--- src/rtl/dsss_spread_pkg.sv ---
package dsss_spread_pkg;

    localparam int unsigned DEF_CLK_DIV = 106;
    localparam int unsigned DEF_SEQ_LEN = 15;
    localparam logic [DEF_SEQ_LEN-1:0] DEF_SEQ0 = 15'b111101011001000;

    // one data bit waiting to be spread
    typedef struct packed {
        logic valid;
        logic data;
    } held_bit_t;

endpackage

--- src/rtl/dsss_chip_timer.sv ---
module dsss_chip_timer #(
    parameter int unsigned CLK_DIV = dsss_spread_pkg::DEF_CLK_DIV
) (
    input  logic clk,
    input  logic rst,
    output logic tick
);
    localparam int unsigned CW = (CLK_DIV > 1) ? $clog2(CLK_DIV) : 1;
    localparam logic [CW-1:0] TOP = CW'(CLK_DIV - 1);

    logic [CW-1:0] cnt_d, cnt_q;

    always_comb begin
        tick  = (cnt_q == TOP);
        cnt_d = tick ? '0 : cnt_q + 1'b1;
    end

    always_ff @(posedge clk) begin
        if (rst) cnt_q <= '0;
        else     cnt_q <= cnt_d;
    end
endmodule

--- src/rtl/dsss_bit_latch.sv ---
module dsss_bit_latch
    import dsss_spread_pkg::*;
(
    input  logic      clk,
    input  logic      rst,
    input  logic      req_pulse,
    input  logic      seq_start,
    input  logic      bit_vld,
    input  logic      bit_in,
    output held_bit_t slot
);
    typedef struct packed {
        logic      pend;
        held_bit_t slot;
    } latch_st_t;

    latch_st_t st_d, st_q;
    logic      take;

    always_comb begin
        st_d = st_q;
        take = bit_vld && (req_pulse || st_q.pend) && !seq_start;
        if (seq_start) begin
            st_d.slot = '0;
            st_d.pend = 1'b0;
        end else if (take) begin
            st_d.slot = '{valid: 1'b1, data: bit_in};
            st_d.pend = 1'b0;
        end else if (req_pulse) begin
            st_d.pend = 1'b1;
        end
    end

    always_ff @(posedge clk) begin
        if (rst) st_q <= '0;
        else     st_q <= st_d;
    end

    assign slot = st_q.slot;
endmodule

--- src/rtl/dsss_chip_spreader.sv ---
module dsss_chip_spreader
    import dsss_spread_pkg::*;
#(
    parameter int unsigned           CLK_DIV = DEF_CLK_DIV,
    parameter int unsigned           SEQ_LEN = DEF_SEQ_LEN,
    parameter logic [SEQ_LEN-1:0]    SEQ0    = DEF_SEQ0
) (
    input  logic clk,
    input  logic rst,
    input  logic bit_vld,
    input  logic bit_in,
    output logic bit_req,
    output logic chip_out,
    output logic chip_stb
);
    localparam int unsigned IW = (SEQ_LEN > 1) ? $clog2(SEQ_LEN) : 1;
    localparam logic [IW-1:0] LAST = IW'(SEQ_LEN - 1);

    typedef struct packed {
        logic [IW-1:0] idx;
        logic          enc;
        logic          chip;
        logic          stb;
        logic          req;
    } spread_st_t;

    spread_st_t s_d, s_q;
    logic       tick;
    logic       seq_start;
    held_bit_t  slot;
    logic       enc_now;
    logic [IW-1:0] pos;

    dsss_chip_timer #(.CLK_DIV(CLK_DIV)) timer_i (
        .clk  (clk),
        .rst  (rst),
        .tick (tick)
    );

    assign seq_start = tick && (s_q.idx == '0);

    dsss_bit_latch latch_i (
        .clk       (clk),
        .rst       (rst),
        .req_pulse (s_q.req),
        .seq_start (seq_start),
        .bit_vld   (bit_vld),
        .bit_in    (bit_in),
        .slot      (slot)
    );

    always_comb begin
        s_d     = s_q;
        s_d.stb = tick;
        s_d.req = 1'b0;
        enc_now = (s_q.idx == '0) ? (s_q.enc ^ (slot.valid & slot.data)) : s_q.enc;
        pos     = LAST - s_q.idx;
        if (tick) begin
            s_d.enc  = enc_now;
            s_d.chip = SEQ0[pos] ^ enc_now;
            s_d.req  = (s_q.idx == LAST);
            s_d.idx  = (s_q.idx == LAST) ? '0 : s_q.idx + 1'b1;
        end
    end

    always_ff @(posedge clk) begin
        if (rst) s_q <= '0;
        else     s_q <= s_d;
    end

    assign chip_out = s_q.chip;
    assign chip_stb = s_q.stb;
    assign bit_req  = s_q.req;
endmodule

--- config.mk ---
export PLATFORM = sky130hd
export DESIGN_NAME = dsss_chip_spreader
export DESIGN_NICKNAME = d
export VERILOG_FILES = /design/src/rtl/dsss_spread_pkg.sv /design/src/rtl/dsss_chip_timer.sv /design/src/rtl/dsss_bit_latch.sv /design/src/rtl/dsss_chip_spreader.sv
export SDC_FILE = /design/constraint.sdc
export NUM_CORES = 1
export LEC_CHECK = 0
export BUFFER_PORTS_ARGS = -buffer_cell sky130_fd_sc_hd__buf_2
export CAP_MARGIN = 20
export CORE_MARGIN = 8
export CORE_UTILIZATION = 45
export DETAILED_ROUTE_END_ITERATION = 10
export PLACE_DENSITY = 0.69
export RECOVER_POWER = 25
export SLEW_MARGIN = 5
export SYNTH_ARGS = -nofsm -noshare
export SYNTH_HDL_FRONTEND = slang
export SYNTH_SLANG_ARGS = --single-unit
--- constraint.sdc ---
create_clock -name clk -period 1.9 [get_ports clk]
set_input_delay 0.095 -clock clk [delete_from_list [all_inputs] [get_ports clk]]
set_output_delay 0.095 -clock clk [all_outputs]
set_load 0.02 [all_outputs]
==> results of run 1 <==
[flip-flops by register name (all words and copies together) (netlist names)]
name           flops
chip_stb           1
latch_i.slot       2
timer_i.cnt_q      7
bit_req            1
latch_i.st_q       1
chip_out           1
s_q                5
[cells in the mapped netlist (2+ instances only)]
library cell	count	area share, %
or4bb_2	2	2.8
a21oi_1	4	2.2
nor3_1	12	6.6
nor4_1	2	1.4
xnor2_1	4	3.9
nor2_1	9	3.7
ha_1	7	9.7
a311oi_1	2	1.9
clkbuf_1	4	1.7
nand3b_1	2	1.7
mux2i_1	3	3.3
xor2_1	2	1.9
a31oi_1	2	1.4
nand4_1	3	2.1
nand2_1	4	1.7
inv_1	4	1.7
and3_1	2	1.4
dfxtp_1	18	40
nand3_1	2	1.1
[through the flow]
| step | std cells | power [W] | hold WS, ns | instance area (um2) | util [%] |
|---|---|---|---|---|---|
| CTS | 139 | 0.000648 | 0.0983 | 1050 | 54.8 |
| floorplan | 99 | 0.000411 | 0.174 | 910 | - |
| detailed placement | 134 | 0.000417 | 0.279 | 1000 | 52.0 |
| global route | 139 | 0.000678 | 0.137 | 1080 | 56.0 |
| global placement | 134 | 0.000416 | 0.271 | 1000 | 52.0 |
| finish | 139 | 0.000645 | 0.0851 | 1080 | 56.0 |
[worst paths after layout]
kind,start,end,slack [ns],depth (start not counted)
worst min register to register,timer_i.cnt_q[0],timer_i.cnt_q[0],0.50,1
worst min-delay path,bit_in,latch_i.slot[0],0.09,3
worst max register to register,s_q[4],chip_out,0.05,6
worst max-delay path,s_q[4],chip_out,0.05,6
[logic make-up after synthesis]
logic type,after synthesis
multiplexers,3
buffers and inverters,9
flip-flops,18
adder cells (fa/ha/maj),7
XOR/XNOR,6
AND/OR/NAND/NOR,43
AO/OA/AOI/OAI,13
[power by group]
part | switching, W | total (W) | internal, W | leakage [nW]
sequential | 0.00000487 | 0.000387 | 0.000383 | 0.147
clock | 0.000118 | 0.000235 | 0.000117 | 0.0210
combinational | 0.0000116 | 0.0000228 | 0.0000112 | 0.206
total | 0.000134 | 0.000645 | 0.000511 | 0.374
[cell type report]
type	count	area, um2
Tap cell	27	33.8
Sequential cell	18	363
Timing Repair Buffer	14	86.3
Inverter	4	15.0
Clock buffer	4	36.3
Fill cell	182	846
Multi-Input combinational cell	72	542
[worst min-delay path: stages]
cell and delay (ns):
buf_2 0.07, mux2i_1 0.05, nor3_1 0.11
[repair_timing]
item | 4_1_cts | 5_1_grt
endpoints found under the hold margin | 1 | 0
resized for setup | 3 | 4
pin swaps | 3 | 1
hold buffers | 1 | 0
endpoints found under the setup margin | 1 | 1
buffers inserted | 0 | 0
[metal layers]
layer  vias up  track usage [%]  share of wire (%)
met1       316             11.3                 48
li1        382                -                  -
met3         2             2.75                4.3
met5         -                0                  0
met4         0             3.65               0.82
met2        15             17.9                 46
==> reports/qor.yml, run 1 <==
final_layout_size_suffix_gt1_share_pct: 24.1
synth_top_family_by_area: "simple AND/OR/NAND/NOR gates"
synth_compound_area_share_pct: 9.66
peakVddDrop_mv: 0.413
postSynthCellCount: 99
grt_usage_pct: 10.2
preCtsSetupSlack_ns: 0.0176
gp_congestion: 0.773
synth-edff-count: 0
grt_antenna_before_repair: 0
muxShareOfSynthArea_pct: 3.31
drv_slew: 0
rows: 16
first_pass_iters: 4
path_buf_inv: 1
synth_xor_area_share_pct: 5.79
cap_violations: 0
diodes: 0
worstMarginPinSlew_ns: 0.323
powerDensity_nw_per_um2: 599
synth_nets: 110
ys_seq_elements: 18
slew_headroom_pct: 78.3
dieWidth_um: 60.9
grt-ovfl-total: 0
cts-htree-levels: 1
ys_seq_area_share_pct: 39.7
final_common_cell: "dfxtp_1"
wl_per_cell_um: 12.3
setup_violations: 0
hpwlAfterDp_um: 1200
ys_types: 30
finalHoldViolCount: 0
worstHoldPathType: "primary input to flip-flop"
crit_arrival_ns: 2.06
core_area_um2: 1920
fin_crit_sh_pct: 97.2
die_h_um: 60.9
fin_ws_ns: 0.0531
layout_common_cells: "dfxtp_1 (16), nor3_1 (12), nor2_1 (9)"
ant_nets: 0
crit_required_ns: 2.12
drc_errors: 0
drtIter0Drc: 21
netlist_area_um2: 907
io_pins: 7
max_stage_delay_ns: 0.37
leakage_nw: 0.374
max_freq_mhz: 541
numCtsBuffers: 3
fin_tns_setup_ns: 0
grt_max_degree: 19
cts_tree: "yes"
synth-async-reset-ratio_pct: 0
wl_um: 1700
via_per_inst: 5.14
port_buffers: 6
avgSynthCellArea_um2: 9.16
worstPathCellList: "inv_2, ha_4, or3b_4, or3_4, a211o_1, a311oi_2"
vias: 715
cpLargestDelayFamily: "simple AND/OR/NAND/NOR gates"
worstPathMaxFanout: 3
clock-root-buffer: "clkbuf_4"
dieArea_um2: 3710
cts.path.max_buffers: 2
areaGrowthSynthToFinish_pct: 18.6
grt_pass1_wl_um: 2880
clock_sinks: 18
synth_simple_gate_area_share_pct: 27.3
synthAdderAreaFrac_pct: 9.66
nNetsFinal: 124
status: "finished clean"
path_class: "flip-flop to flip-flop"
fin_skew_ns: 0.00304
cp_slowest_cell: "or3b_4"
grt_setup_unrepaired: "yes"
start_kind: "flip-flop"
crit_path_end_kind: "flip-flop"
synth_top_flop_cell: "dfxtp_1"
period_needed_ns: 1.85
path_clk_slew_ns: 0.10
start_util_pct: 47.2
first_global_vias: 702
clk_latency_ns: 0.29
synth_warnings: 0
No activity file was read; power rests on OpenSTA's default activity.
==> run 2: changes to the inputs <==
--- a/config.mk
+++ b/config.mk
@@ -5,7 +5,7 @@
 export SDC_FILE = /design/constraint.sdc
 export NUM_CORES = 1
 export LEC_CHECK = 0
-export BUFFER_PORTS_ARGS = -buffer_cell sky130_fd_sc_hd__buf_2
+export BUFFER_PORTS_ARGS = -buffer_cell sky130_fd_sc_hd__buf_4
 export CAP_MARGIN = 20
 export CORE_MARGIN = 8
 export CORE_UTILIZATION = 45
==> reports/qor.yml, run 2 (synthesis gave the netlist of run 1 again) <==
grt-ovfl-total: 0  # unchanged
cp_slowest_cell: "or3b_4"  # unchanged
intPower_w: 0.000469  # was 0.000511 W
grt_pass1_wl_um: 3050  # was 2880 um
cap_violations: 0  # unchanged
dieArea_um2: 3710  # unchanged
seqPwrFrac_pct: 65.3  # was 60.1%
final_common_cell: "dfxtp_1"  # unchanged
worstHoldPathType: "primary input to flip-flop"  # unchanged
path_clk_slew_ns: 0.10  # about the same
fin_skew_ns: 0.00727  # was 0.00304 ns
start_util_pct: 47.2  # unchanged
first_global_vias: 701  # was 702
max_stage_delay_ns: 0.37  # about the same
final_layout_size_suffix_gt1_share_pct: 20.7  # was 24.1%
period_needed_ns: 1.83  # was 1.85 ns
grt_antenna_before_repair: 0  # unchanged
areaGrowthSynthToFinish_pct: 15.0  # was 18.6%
worstPathMaxFanout: 3  # unchanged
final_cell_area_um2: 1040  # was 1080 um2
dr.max_layer_used: "met4"  # unchanged
setup_violations: 0  # unchanged
slew_headroom_pct: 75.2  # was 78.3%
finalHoldViolCount: 0  # unchanged
clock_sinks: 18  # unchanged
post_dp_cell_area_um2: 1010  # was 1000 um2
crit_arrival_ns: 2.04  # was 2.06 ns
peakVddDrop_mv: 0.412  # was 0.413 mV
register_area_um2: 363  # unchanged
diodes: 0  # unchanged
nNetsFinal: 124  # unchanged
preCtsSetupSlack_ns: -0.0221  # was 0.0176 ns
place_inst: 134  # unchanged
numCtsBuffers: 3  # unchanged
grt_usage_pct: 10.9  # was 10.2%
clockPowerShare_pct: 30.5  # was 36.4%
via_per_inst: 5.41  # was 5.14
fin_crit_sh_pct: 96.6  # was 97.2%
port_buffers: 6  # unchanged
leakage_nw: 0.370  # was 0.374 nW
start_kind: "flip-flop"  # unchanged
p_sw_w: 0.000124  # was 0.000134 W
fin_ws_ns: 0.0652  # was 0.0531 ns
ant_nets: 0  # unchanged
drtIter0Drc: 20  # was 21
powerDensity_nw_per_um2: 568  # was 599 nW/um2
path_class: "flip-flop to flip-flop"  # unchanged
fin_tns_setup_ns: 0  # unchanged
core_area_um2: 1920  # unchanged
wl_um: 1750  # was 1700 um
status: "finished clean"  # unchanged
first_pass_iters: 4  # unchanged
cts_tree: "yes"  # unchanged
grt_max_degree: 19  # unchanged
hpwlAfterDp_um: 1230  # was 1200 um
route.met3.wl_um: 99  # was 74 um
dieWidth_um: 60.9  # unchanged
drv_slew: 0  # unchanged
worstPathCellList: "inv_2, ha_1, or3b_4, or3_4, a211o_1, a311oi_2"  # was inv_2, ha_4, or3b_4, or3_4, a211o_1, a311oi_2
layout_common_cells: "dfxtp_1 (16), nor3_1 (12), nor2_1 (9), buf_4 (9), ha_1 (7)"  # was dfxtp_1 (16), nor3_1 (12), nor2_1 (9)
gp_congestion: 0.743  # was 0.773
vias: 746  # was 715
drc_errors: 0  # unchanged
cts-htree-levels: 1  # unchanged
clock-root-buffer: "clkbuf_4"  # unchanged
largest-register: "timer_i.cnt_q"  # unchanged
worstMarginPinSlew_ns: 0.368  # was 0.323 ns
rows: 16  # unchanged
fin_cells: 138  # was 139
die_h_um: 60.9  # unchanged
wl_per_cell_um: 12.7  # was 12.3 um
largest_reg_flops: 7  # unchanged
io_pins: 7  # unchanged
fillers: 202  # was 182
met1Wirelength_um: 806  # was 825 um
crit_required_ns: 2.10  # was 2.12 ns
crit_path_end_kind: "flip-flop"  # unchanged
cts.path.max_buffers: 2  # unchanged
multiInputGateArea_um2: 517  # was 542 um2
clk_latency_ns: 0.29  # about the same
wl_met2_um: 828  # was 788 um
max_freq_mhz: 545  # was 541 MHz
swShare_pct: 20.9  # was 20.8%
comb_power_share_pct: 4.2  # was 3.5%
==> run 2: repair_timing <==
item / CTS / global route
resized for setup: 1 / 2
pin swaps: 1 / 1
hold buffers: 1 / 0
hold endpoints to repair: 1 / 0
setup endpoints to repair: 1 / 2
setup buffers: 0 / 0
==> run 2: worst max-delay path, delay by kind of cell, from the launching register on <==
family | cells | cell delay (ns)
AO/OA/AOI/OAI | 2 | 0.47
adder cells (fa/ha/maj) | 1 | 0.13
buffers and inverters | 1 | 0.06
flip-flops | 1 | 0.34
AND/OR/NAND/NOR | 2 | 0.74
==> run 2: area by class of cell <==
type	instances	share of cell area, %
multi-input combinational	72	49.5
sequential	18	34.8
timing repair buffer	14	8.87
tap	27	3.24
clock buffer	3	2.16
inverter	4	1.44
==> run 2: worst paths after layout <==
| kind | slack [ns] | depth (start not counted) | to | from |
|---|---|---|---|---|
| hold / removal | 0.1 | 3 | latch_i.slot[0] | bit_in |
| setup / recovery | 0.07 | 6 | chip_out | s_q[4] |
| hold reg to reg | 0.51 | 1 | timer_i.cnt_q[0] | timer_i.cnt_q[0] |
| setup reg to reg | 0.07 | 6 | chip_out | s_q[4] |
==> run 2: per-layer routing <==
layer	vias to the layer above	track usage, %
met3	2	5.51
met2	14	17.9
met1	350	12.0
met4	0	2.99
met5	-	0
li1	380	-
==> run 2: power groups by stage <==
stage	clock network [W]	registers, W	logic (W)
final	0.000181	0.000387	0.0000249
after global routing	0.000211	0.000388	0.0000294
after CTS	0.000188	0.000387	0.0000249
after detailed placement	0	0.000396	0.0000231
after global placement	0	0.000396	0.0000223
after floorplan	0	0.000395	0.0000158
==> run 2: through the flow <==
stage	util, %	total power, W	hold WS (ns)
floorplan	-	0.000411	0.174
global placement	52.8	0.000418	0.267
detailed placement	52.8	0.000419	0.269
CTS	54.8	0.000601	0.0969
global route	54.3	0.000629	0.0944
finish	54.3	0.000593	0.0988
